### config.mk
export PLATFORM = sky130hd
export DESIGN_NAME = adc_sif_top
export DESIGN_NICKNAME = d
export VERILOG_FILES = /design/src/rtl/adc_sif_pkg.sv /design/src/rtl/adc_sif_sync.sv /design/src/rtl/adc_sif_ctrl_rx.sv /design/src/rtl/adc_sif_chan_dec.sv /design/src/rtl/adc_sif_sar.sv /design/src/rtl/adc_sif_top.sv
export SDC_FILE = /design/constraint.sdc
export NUM_CORES = 1
export LEC_CHECK = 0
export ABC_CLOCK_PERIOD_IN_PS = 1300
export BUFFER_PORTS_ARGS = -buffer_cell sky130_fd_sc_hd__buf_2
export CAP_MARGIN = 10
export CORE_ASPECT_RATIO = 0.9
export CORE_MARGIN = 2
export CORE_UTILIZATION = 40
export CTS_CLUSTER_DIAMETER = 40
export DETAILED_ROUTE_END_ITERATION = 6
export HOLD_SLACK_MARGIN = 0.03
export PLACE_DENSITY_LB_ADDON = 0.3
export SYNTH_ARGS = -nofsm -noshare
export SYNTH_HDL_FRONTEND = slang
export SYNTH_HIERARCHICAL = 1
export SYNTH_SLANG_ARGS = --single-unit
### constraint.sdc
create_clock -name clk -period 1.3 [get_ports clk]
set_clock_uncertainty 0.05 [all_clocks]
set_input_delay 0.13 -clock clk [delete_from_list [all_inputs] [get_ports clk]]
set_output_delay 0.13 -clock clk [all_outputs]
set_load 0.005 [all_outputs]
### src/rtl/adc_sif_pkg.sv
package adc_sif_pkg;

  localparam int CTRL_BITS = 8;
  localparam int NUM_CH    = 4;
  // received-bit counts (start bit = 1) at which fields complete
  localparam int CNT_UNI   = 4;
  localparam int CNT_SGL   = 5;

  typedef enum logic [2:0] {
    CV_IDLE,
    CV_ARM,
    CV_STRB,
    CV_CONV,
    CV_SUB,
    CV_ZERO
  } cv_state_e;

  typedef struct packed {
    logic [2:0] sel;
    logic       uni;
    logic       sgl;
  } ctrl_cfg_t;

endpackage

### src/rtl/adc_sif_sync.sv
module adc_sif_sync #(
  parameter int              WIDTH   = 1,
  parameter int              STAGES  = 2,
  parameter logic [WIDTH-1:0] RST_VAL = '0
) (
  input  logic             clk,
  input  logic             rst_n,
  input  logic [WIDTH-1:0] d,
  output logic [WIDTH-1:0] q
);

  logic [STAGES-1:0][WIDTH-1:0] stg_q;

  always_ff @(posedge clk or negedge rst_n) begin
    if (!rst_n) begin
      for (int s = 0; s < STAGES; s++) stg_q[s] <= RST_VAL;
    end else begin
      stg_q[0] <= d;
      for (int s = 1; s < STAGES; s++) stg_q[s] <= stg_q[s-1];
    end
  end

  assign q = stg_q[STAGES-1];

endmodule

### src/rtl/adc_sif_ctrl_rx.sv
module adc_sif_ctrl_rx
  import adc_sif_pkg::*;
(
  input  logic      clk,
  input  logic      rst_n,
  input  logic      cs_hi,
  input  logic      rise_p,
  input  logic      din,
  input  logic      busy,
  output logic      start_p,
  output logic      acquire,
  output ctrl_cfg_t cfg,
  output logic      cfg_vld
);

  localparam int CNT_W = $clog2(CTRL_BITS);
  localparam int SH_W  = CTRL_BITS - 1;

  logic             rx_on_q, rx_on_n;
  logic [CNT_W-1:0] cnt_q, cnt_n;
  logic [SH_W-1:0]  sh_q, sh_n;
  logic             acq_q, acq_n;
  ctrl_cfg_t        cfg_q, cfg_n;
  logic             vld_q, vld_n;
  logic             start_q, start_n;

  always_comb begin
    rx_on_n = rx_on_q;
    cnt_n   = cnt_q;
    sh_n    = sh_q;
    acq_n   = acq_q;
    cfg_n   = cfg_q;
    vld_n   = vld_q;
    start_n = 1'b0;
    if (cs_hi) begin
      rx_on_n = 1'b0;
      cnt_n   = '0;
      acq_n   = 1'b0;
    end else if (rise_p) begin
      if (!rx_on_q) begin
        if (din && !busy) begin
          rx_on_n = 1'b1;
          cnt_n   = CNT_W'(1);
        end
      end else begin
        sh_n  = {sh_q[SH_W-2:0], din};
        cnt_n = cnt_q + 1'b1;
        if (cnt_q == CNT_W'(CNT_UNI)) acq_n = 1'b1;
        if (cnt_q == CNT_W'(CNT_SGL)) begin
          cfg_n.sel = sh_q[3:1];
          cfg_n.uni = sh_q[0];
          cfg_n.sgl = din;
          vld_n     = 1'b1;
        end
        if (cnt_q == CNT_W'(CTRL_BITS-1)) begin
          acq_n   = 1'b0;
          rx_on_n = 1'b0;
          cnt_n   = '0;
          start_n = sh_q[0] & din;
        end
      end
    end
  end

  always_ff @(posedge clk or negedge rst_n) begin
    if (!rst_n) begin
      rx_on_q <= 1'b0;
      cnt_q   <= '0;
      sh_q    <= '0;
      acq_q   <= 1'b0;
      cfg_q   <= '0;
      vld_q   <= 1'b0;
      start_q <= 1'b0;
    end else begin
      rx_on_q <= rx_on_n;
      cnt_q   <= cnt_n;
      sh_q    <= sh_n;
      acq_q   <= acq_n;
      cfg_q   <= cfg_n;
      vld_q   <= vld_n;
      start_q <= start_n;
    end
  end

  assign start_p = start_q;
  assign acquire = acq_q;
  assign cfg     = cfg_q;
  assign cfg_vld = vld_q;

endmodule

### src/rtl/adc_sif_chan_dec.sv
module adc_sif_chan_dec
  import adc_sif_pkg::*;
(
  input  logic [2:0]        sel,
  input  logic              sgl,
  input  logic              vld,
  output logic [NUM_CH-1:0] pos,
  output logic [NUM_CH:0]   neg
);

  // sel[1] picks the channel pair, sel[2] picks which member is positive
  logic       code_ok;
  logic [1:0] base;
  logic [1:0] pos_idx;
  logic [1:0] neg_idx;

  always_comb begin
    code_ok = vld & (sel[1] ^ sel[0]);
    base    = {sel[1], 1'b0};
    pos_idx = base | {1'b0, sel[2]};
    neg_idx = base | {1'b0, ~sel[2]};
    pos     = '0;
    neg     = '0;
    if (code_ok) begin
      pos[pos_idx] = 1'b1;
      if (sgl) neg[NUM_CH] = 1'b1;
      else     neg[neg_idx] = 1'b1;
    end
  end

endmodule

### src/rtl/adc_sif_sar.sv
module adc_sif_sar
  import adc_sif_pkg::*;
#(
  parameter int RES_BITS = 10,
  parameter int SUB_BITS = 2
) (
  input  logic                clk,
  input  logic                rst_n,
  input  logic                cs_hi,
  input  logic                fall_p,
  input  logic                start_p,
  input  logic                bipolar,
  input  logic                cmp_hi,
  output logic                busy,
  output logic                dout,
  output logic                sstrb,
  output logic [RES_BITS-1:0] trial
);

  localparam int IDX_W = $clog2(RES_BITS);
  localparam int SUB_W = $clog2(SUB_BITS + 1);
  localparam logic [IDX_W-1:0] IDX_MSB = IDX_W'(RES_BITS - 1);

  cv_state_e          st_q, st_n;
  logic [IDX_W-1:0]   idx_q, idx_n;
  logic [SUB_W-1:0]   sub_q, sub_n;
  logic               dout_q, dout_n;
  logic               stb_q, stb_n;
  logic               bip_q, bip_n;
  logic [RES_BITS-1:0] trial_q, trial_n;

  logic [IDX_W-1:0]    cur_idx;
  logic [RES_BITS-1:0] trial_upd;

  always_comb begin
    cur_idx   = (st_q == CV_STRB) ? IDX_MSB : idx_q;
    trial_upd = trial_q;
    trial_upd[cur_idx] = cmp_hi;
    if (cur_idx != '0) trial_upd[cur_idx - 1'b1] = 1'b1;
  end

  always_comb begin
    st_n    = st_q;
    idx_n   = idx_q;
    sub_n   = sub_q;
    dout_n  = dout_q;
    stb_n   = stb_q;
    bip_n   = bip_q;
    trial_n = trial_q;
    if (cs_hi) begin
      st_n   = CV_IDLE;
      dout_n = 1'b0;
      stb_n  = 1'b0;
    end else begin
      if (start_p && st_q == CV_IDLE) begin
        st_n  = CV_ARM;
        bip_n = bipolar;
      end
      if (fall_p) begin
        unique case (st_q)
          CV_ARM: begin
            stb_n   = 1'b1;
            dout_n  = 1'b0;
            trial_n = '0;
            trial_n[RES_BITS-1] = 1'b1;
            st_n    = CV_STRB;
          end
          CV_STRB, CV_CONV: begin
            stb_n   = 1'b0;
            trial_n = trial_upd;
            dout_n  = (cur_idx == IDX_MSB && bip_q) ? ~cmp_hi : cmp_hi;
            if (cur_idx == '0) begin
              st_n  = CV_SUB;
              sub_n = '0;
            end else begin
              idx_n = cur_idx - 1'b1;
              st_n  = CV_CONV;
            end
          end
          CV_SUB: begin
            dout_n = cmp_hi;
            sub_n  = sub_q + 1'b1;
            if (sub_q == SUB_W'(SUB_BITS - 1)) st_n = CV_ZERO;
          end
          CV_ZERO: dout_n = 1'b0;
          default: ;
        endcase
      end
    end
  end

  always_ff @(posedge clk or negedge rst_n) begin
    if (!rst_n) begin
      st_q    <= CV_IDLE;
      idx_q   <= '0;
      sub_q   <= '0;
      dout_q  <= 1'b0;
      stb_q   <= 1'b0;
      bip_q   <= 1'b0;
      trial_q <= '0;
    end else begin
      st_q    <= st_n;
      idx_q   <= idx_n;
      sub_q   <= sub_n;
      dout_q  <= dout_n;
      stb_q   <= stb_n;
      bip_q   <= bip_n;
      trial_q <= trial_n;
    end
  end

  assign busy  = (st_q != CV_IDLE);
  assign dout  = dout_q;
  assign sstrb = stb_q;
  assign trial = trial_q;

endmodule

### src/rtl/adc_sif_top.sv
module adc_sif_top
  import adc_sif_pkg::*;
#(
  parameter int RES_BITS    = 10,
  parameter int SUB_BITS    = 2,
  parameter int SYNC_STAGES = 2
) (
  input  logic                clk,
  input  logic                rst_n,
  input  logic                sclk,
  input  logic                cs_n,
  input  logic                din,
  input  logic                cmp_hi,
  output logic                dout,
  output logic                dout_oe,
  output logic                sstrb,
  output logic                sstrb_oe,
  output logic                acquire,
  output logic [RES_BITS-1:0] dac_code,
  output logic [NUM_CH-1:0]   mux_pos,
  output logic [NUM_CH:0]     mux_neg
);

  // reset: asserted asynchronously, released on clk
  logic [1:0] rst_ff_q;
  logic       rst_sn;

  always_ff @(posedge clk or negedge rst_n) begin
    if (!rst_n) rst_ff_q <= 2'b00;
    else        rst_ff_q <= {rst_ff_q[0], 1'b1};
  end
  assign rst_sn = rst_ff_q[1];

  // pin synchronisers: {sclk, cs_n, din}
  logic [2:0] pins_s;
  logic       sclk_s, cs_s, din_s;

  adc_sif_sync #(
    .WIDTH  (3),
    .STAGES (SYNC_STAGES),
    .RST_VAL(3'b010)
  ) u_sync (
    .clk  (clk),
    .rst_n(rst_sn),
    .d    ({sclk, cs_n, din}),
    .q    (pins_s)
  );
  assign {sclk_s, cs_s, din_s} = pins_s;

  // serial clock edge detect
  logic sclk_d_q;
  logic rise_p, fall_p;

  always_ff @(posedge clk or negedge rst_sn) begin
    if (!rst_sn) sclk_d_q <= 1'b0;
    else         sclk_d_q <= sclk_s;
  end
  assign rise_p = sclk_s & ~sclk_d_q;
  assign fall_p = ~sclk_s & sclk_d_q;

  logic      start_p, busy, cfg_vld;
  ctrl_cfg_t cfg;

  adc_sif_ctrl_rx u_rx (
    .clk    (clk),
    .rst_n  (rst_sn),
    .cs_hi  (cs_s),
    .rise_p (rise_p),
    .din    (din_s),
    .busy   (busy),
    .start_p(start_p),
    .acquire(acquire),
    .cfg    (cfg),
    .cfg_vld(cfg_vld)
  );

  adc_sif_chan_dec u_dec (
    .sel(cfg.sel),
    .sgl(cfg.sgl),
    .vld(cfg_vld),
    .pos(mux_pos),
    .neg(mux_neg)
  );

  adc_sif_sar #(
    .RES_BITS(RES_BITS),
    .SUB_BITS(SUB_BITS)
  ) u_sar (
    .clk    (clk),
    .rst_n  (rst_sn),
    .cs_hi  (cs_s),
    .fall_p (fall_p),
    .start_p(start_p),
    .bipolar(~cfg.uni),
    .cmp_hi (cmp_hi),
    .busy   (busy),
    .dout   (dout),
    .sstrb  (sstrb),
    .trial  (dac_code)
  );

  assign dout_oe  = ~cs_s;
  assign sstrb_oe = ~cs_s;

endmodule

==> results of run 1 <==
-- through the flow --
stage	total power [W]	std cells
2_1_floorplan	0.001634	272
4_1_cts	0.002859	442
3_3_place_gp	0.001679	419
6_report	0.002855	448
5_1_grt	0.002963	448
3_5_place_dp	0.001683	419
-- cell usage after synthesis, types with 2 or more instances --
cell type / count / area (um2)
buf_4: 7 / 52.55
a21oi_1: 18 / 90.09
nand2b_1: 7 / 43.79
mux2_4: 5 / 75.07
mux2i_1: 2 / 20.02
o21ai_0: 11 / 55.05
dfstp_2: 2 / 52.55
ha_1: 13 / 162.7
nand3_1: 25 / 125.1
inv_1: 12 / 45.04
dfrtp_1: 45 / 1126
nand4_1: 2 / 12.51
a31oi_1: 6 / 37.54
o32ai_1: 2 / 17.52
a311oi_1: 2 / 17.52
mux2_1: 6 / 67.56
o211ai_1: 3 / 22.52
nor3_1: 4 / 20.02
a211oi_1: 3 / 22.52
nand2_1: 16 / 60.06
o21ai_1: 6 / 30.03
o21bai_1: 2 / 15.01
clkbuf_1: 7 / 26.28
buf_2: 5 / 25.02
o2bb2ai_1: 2 / 17.52
nor2b_1: 5 / 31.28
nor2_1: 18 / 67.56
o22ai_1: 2 / 12.51
and3_1: 4 / 25.02
nand3b_1: 3 / 22.52
or3b_1: 2 / 17.52
-- what timing repair did --
| action | in CTS | in global routing |
|---|---|---|
| pin swaps | 24 | 19 |
| buffers inserted | 11 | 7 |
| setup endpoints to repair | 47 | 48 |
| resized for setup | 46 | 49 |
| hold buffers | 4 | 0 |
| endpoints found under the hold margin | 5 | 0 |
-- path summary, 6_finish.rpt --
path                                from        endpoint  slack (ns)
min in group clk                  cmp_hi  u_sar/trial[9]        0.25
max in group asynchronous    rst_ff_q[1]     u_sync/q[1]        0.76
setup reg to reg           u_sar/st_q[0]  u_sar/idx_q[1]       -0.73
hold / removal                     rst_n     rst_ff_q[1]        0.09
setup / recovery           u_sar/st_q[0]  u_sar/idx_q[1]       -0.73
hold reg to reg              rst_ff_q[1]  u_sar/trial[7]        0.18
-- sequential cells by signal, indices dropped and copies added, names as in the netlist --
signal        count
rst_ff_q          2
u_rx/acquire      1
u_sar/dout        1
u_rx/cnt_q        3
u_sync/stg_q      3
u_rx/start_p      1
u_sar/idx_q       4
u_sar/sstrb       1
u_sar/st_q        3
u_rx/cfg_vld      1
u_sync/q          3
u_rx/cfg          5
u_sar/bip_q       1
u_rx/sh_q         4
u_sar/sub_q       2
sclk_d_q          1
u_sar/trial      10
u_rx/rx_on_q      1
-- area by class of cell --
cell class	instances	share of cell area
Inverter	12	0.01123
Clock inverter	2	0.009672
Timing Repair Buffer	98	0.1913
Sequential cell	47	0.2945
Multi-Input combinational cell	193	0.4446
Tap cell	90	0.02808
Clock buffer	6	0.02059
-- report_power, final --
part	total, W	internal [W]	switching (W)	leakage (nW)
clock network	0.00115	0.000633	0.000518	0.0618
registers	0.00152	0.00149	0.0000265	0.577
logic	0.000184	0.0000932	0.0000911	1.15
total	0.00285	0.00222	0.000636	1.79
-- worst max-delay path: cells and delay by family, from the launching register on --
kind	cells	cell delay, ns
AND/OR/NAND/NOR	4	0.66
flip-flops	1	0.41
adder cells (fa/ha/maj)	1	0.16
multiplexers	1	0.32
buffers and inverters	2	0.30
-- metal layers --
layer	up-vias	wire length, um
met1	1187	3374
li1	1136	-
met2	57	3490
met5	-	0
met3	8	250
met4	0	88
-- cells by family (layout without fill, tap and decap cells) --
logic type / after synthesis / count (layout) / share of synthesized area
and+or+nand+nor: 101 / 101 / 0.2271
AOI/OAI and AO/OA: 63 / 63 / 0.1453
DFF: 47 / 47 / 0.4402
buffers and inverters: 32 / 118 / 0.05701
muxes: 14 / 14 / 0.06495
adders and majority gates: 13 / 13 / 0.06075
other: 1 / 1 / 0.001401
xor gates and xnor gates: 1 / 1 / 0.003272
==> flow_metrics.tcl, run 1 <==
set metrics [dict create \
    die_width_um 90.24 \
    stdcell_area_um2 4010 \
    clock_latency_ns 0.30 \
    cp.required_ns 1.43 \
    cts_buffer_depth 2 \
    mostFrequentLayoutCells "48 x buf_4, 43 x dfrtp_1, 29 x buf_2" \
    vias_per_cell 5.330 \
    worst-slew-pin-transition_ns 0.5452 \
    antenna_left 0 \
    dr.pass1.iters 4 \
    nFillCells 528 \
    start_kind "register" \
    p_per_area_nw_per_um2 711.8 \
    core_um2 6516 \
    io_pins 30 \
    totalWireLength_um 7203 \
    antenna_found_initial 0 \
    path_class "register to register" \
    tns_ns -16.00 \
    ctsRootBufferMaster "clkbuf_8" \
    p_leak_nw 1.793 \
    cpMostUsedCell "nor2_4" \
    finalHoldViolCount 0 \
    post_drt_wl_per_cell_um 16.08 \
    multi_input_area_um2 1783 \
    finalCoreUtilization 0.6154 \
    place_ws_ns -0.7633 \
    postSynth.asyncResetShare 1.000 \
    syn_to_final_growth_pct 49.77 \
    place_area_um2 3294 \
    synth-seq-cells 47 \
    crit_chain "buf_6 -> nor3b_4 -> nor2_4 -> ha_4 -> nor4b_4 -> buf_4 -> nor2_4 -> mux2_4" \
    dr.first_iter.drc_count 143 \
    grt_pass1_vias 2255 \
    gp_congestion 0.8327 \
    track_usage 0.1922 \
    layout_commonest_cell "buf_4" \
    vias 2388 \
    synth_warnings 6 \
    numCtsBuffers 5 \
    period_needed_ns 2.026 \
    grt_busiest_layer "met2" \
    grtUsageMet2 0.3030 \
    drive_above_1_share 0.5223 \
    ys_types 56 \
    avgSynthCellArea_um2 9.844 \
    n_antenna_cell 0 \
    rsz0062_at_grt "true" \
    synth_area_um2 2678 \
    max_freq_ghz 0.4935 \
    drc 0 \
    setup_viol 46 \
    status "finished with violations" \
    fin_nets 376 \
    dpl.hpwl_um 4471 \
    maxCapViolations 0 \
    grt_overflow 0 \
    hold_ws_ns 0.09136 \
    reg2reg_depth 8 \
    crit_fanout 5 \
    die_area_um2 7365 \
    syn_nets 291 \
    cts_tree "built" \
    crit_arrival_ns 2.16 \
    htree_levels 2 \
    ys.flop_type "dfrtp_1" \
    start_util 0.4109 \
    rows 28 \
    slew_violations 0 \
    slowest_stage "dfrtp_1" \
    hold_path_class "input pin to async pin" \
    grt_pass1_wl_um 11100 \
    ys_seq_area_frac 0.4402 \
    port_buffers 29 \
    slew_headroom 0.6358 \
    violations "negative setup slack" \
    grtUsageMet3 0.02844 \
    synth_edf_count 0 \
    final.setup.worst_slack_ns -0.7263 \
    clock_sinks 47 \
    met1_usage 0.2723 \
    fin_crit_sh 1.559 \
    seq_area_um2 1181 \
    endpoint_kind "register" \
    clk_pin_slew_ns 0.08 \
    grt_start_max_net_pins 46 \
    max-vdd-ir-drop_mv 0.4751 \
    syn_inst 272 \
    critPathMaxStageDelay_ns 0.41 \
    die_h_um 81.62 \
]
No activity file was read; power rests on OpenSTA's default activity.
==> inputs of run 2 (changes only) <==
--- a/config.mk
+++ b/config.mk
@@ -13,8 +13,10 @@
 export CORE_UTILIZATION = 40
 export CTS_CLUSTER_DIAMETER = 40
 export DETAILED_ROUTE_END_ITERATION = 6
+export GPL_TIMING_DRIVEN = 0
 export HOLD_SLACK_MARGIN = 0.03
 export PLACE_DENSITY_LB_ADDON = 0.3
+export RECOVER_POWER = 100
 export SYNTH_ARGS = -nofsm -noshare
 export SYNTH_HDL_FRONTEND = slang
 export SYNTH_HIERARCHICAL = 1
==> flow_metrics.tcl, run 2 (synthesized netlist as in run 1, its figures left out) <==
set metrics [dict create \
    status "finished with violations" \
    violations "negative setup slack" \
    max_freq_ghz 0.4687 \
    numCtsBuffers 5 \
    grt_pass1_wl_um 10890 \
    path_class "register to register" \
    rows 28 \
    track_usage 0.1833 \
    clock_sinks 47 \
    period_needed_ns 2.133 \
    die_width_um 90.24 \
    r2r_start "u_sar/st_q[2]" \
    ctsRootBufferMaster "clkbuf_8" \
    dpl.hpwl_um 3968 \
    max-vdd-ir-drop_mv 0.5006 \
    cts_tree "built" \
    vias_per_cell 5.375 \
    worst-slew-pin-transition_ns 0.9833 \
    endpoint_kind "register" \
    hold_path_class "input pin to async pin" \
    hold_ws_ns 0.07915 \
    grt_start_max_net_pins 46 \
    die_area_um2 7365 \
    dr.pass1.iters 4 \
    p_leak_nw 1.720 \
    post_drt_wl_per_cell_um 15.34 \
    n_antenna_cell 0 \
    drc 0 \
    grt_overflow 0 \
    grt_pass1_vias 2237 \
    io_pins 30 \
    maxCapViolations 0 \
    port_buffers 29 \
    largest_register_ffs 10 \
    mostFrequentLayoutCells "43 x dfrtp_1, 29 x buf_4, 22 x buf_6, 22 x buf_2, 16 x nand3_1" \
    setup_viol 48 \
    core_um2 6516 \
    crit_fanout 3 \
    cts_buffer_depth 2 \
    totalWireLength_um 6794 \
    rsz0062_at_grt "true" \
    start_util 0.4109 \
    slew_violations 0 \
    crit_path_start "u_sar/st_q[2]" \
    antenna_left 0 \
    syn_to_final_growth_pct 43.41 \
    seq_area_um2 1181 \
    start_kind "register" \
    crit_arrival_ns 2.28 \
    clk_pin_slew_ns 0.09 \
    final.setup.worst_slack_ns -0.8334 \
    gp_congestion 0.8014 \
    finalHoldViolCount 0 \
    cp.required_ns 1.45 \
    nFillCells 557 \
    dr.first_iter.drc_count 208 \
    p_per_area_nw_per_um2 692.7 \
    vias 2381 \
    layout_commonest_cell "dfrtp_1" \
    die_h_um 81.62 \
    place_ws_ns -1.259 \
    clock_latency_ns 0.31 \
    htree_levels 2 \
    fin_nets 371 \
    multi_input_area_um2 1670 \
    fin_crit_sh 1.641 \
    antenna_found_initial 0 \
    slew_headroom 0.3445 \
    drive_above_1_share 0.4419 \
]
run 2: cell types whose count changed in the layout (fill, tap and decap cells not counted), moves of 3 or more:
cell | previous run | this run
buf_4 | 48 | 29
clkbuf_1 | 0 | 12
buf_6 | 13 | 22
buf_2 | 29 | 22
ha_1 | 6 | 10
a31oi_1 | 3 | 6
a31oi_4 | 3 | 0
ha_4 | 6 | 3
inv_2 | 5 | 2
nand3_1 | 19 | 16
nand3_2 | 6 | 9
nor2_2 | 3 | 0
run 2: where the power goes:
group | internal, W | total [W] | switching (W) | leakage (nW)
clock network | 0.000435 | 0.000961 | 0.000526 | 0.0474
logic | 0.0000964 | 0.000161 | 0.0000648 | 1.10
registers | 0.00149 | 0.00154 | 0.0000467 | 0.577
run 2: path summary, 6_finish.rpt:
| path | to | slack (ns) | cells past startpoint |
|---|---|---|---|
| setup / recovery | u_sar/st_q[0] | -0.83 | 10 |
| hold / removal | rst_ff_q[0] | 0.08 | 2 |
| setup reg to reg | u_sar/st_q[0] | -0.83 | 10 |
| hold reg to reg | u_sync/q[2] | 0.31 | 0 |
| max in group asynchronous | u_sar/st_q[2] | 0.14 | 0 |
| min in group clk | u_sar/trial[9] | 0.24 | 3 |
run 2: routing by layer:
metal | GRT usage | wire, um | share of wire | up-vias
met5 | 0 | 0 | 0 | -
met4 | 0.05692 | 101 | 0.015 | 0
met3 | 0.02844 | 296 | 0.044 | 9
met2 | 0.3068 | 3254 | 0.48 | 73
met1 | 0.2486 | 3141 | 0.46 | 1175
li1 | - | - | - | 1124
run 2: timing repair:
action                     CTS  global route
hold buffers                 4             0
hold endpoints to repair     5             0
setup buffers               36            11
gates resized for setup     49            30
setup endpoints to repair   47            52
pin swaps                   30            20
run 2: cell type report:
class	count	area share
inverters	12	0.01238
clock inverters	2	0.004236
repair buffers	79	0.1590
multi-input cells	193	0.4350
well taps	90	0.02933
flip-flops and latches	47	0.3076
plain buffers	14	0.03095
clock buffers	6	0.02151
run 2: worst max-delay path, cell delays in order, from the launching register on:
cell,delay (ns)
dfrtp_2,0.44
or3b_1,0.36
clkbuf_8,0.16
nand2_8,0.06
ha_4,0.15
nor4b_4,0.23
buf_4,0.18
buf_4,0.12
o21ai_1,0.08
a21oi_2,0.14
nor2_1,0.06
run 2: stage by stage:
step                area, um2  power, W  std cells  TNS, ns    util
detailed placement       3072  0.001675        391   -22.43  0.4714
finish                   3840  0.002660        443   -19.89  0.5893
global route             3840  0.002777        443   -24.39  0.5893
floorplan                2814  0.001634        272   -16.14       -
CTS                      3671  0.002682        435   -17.64  0.5634
global placement         3072  0.001670        391   -21.92  0.4714
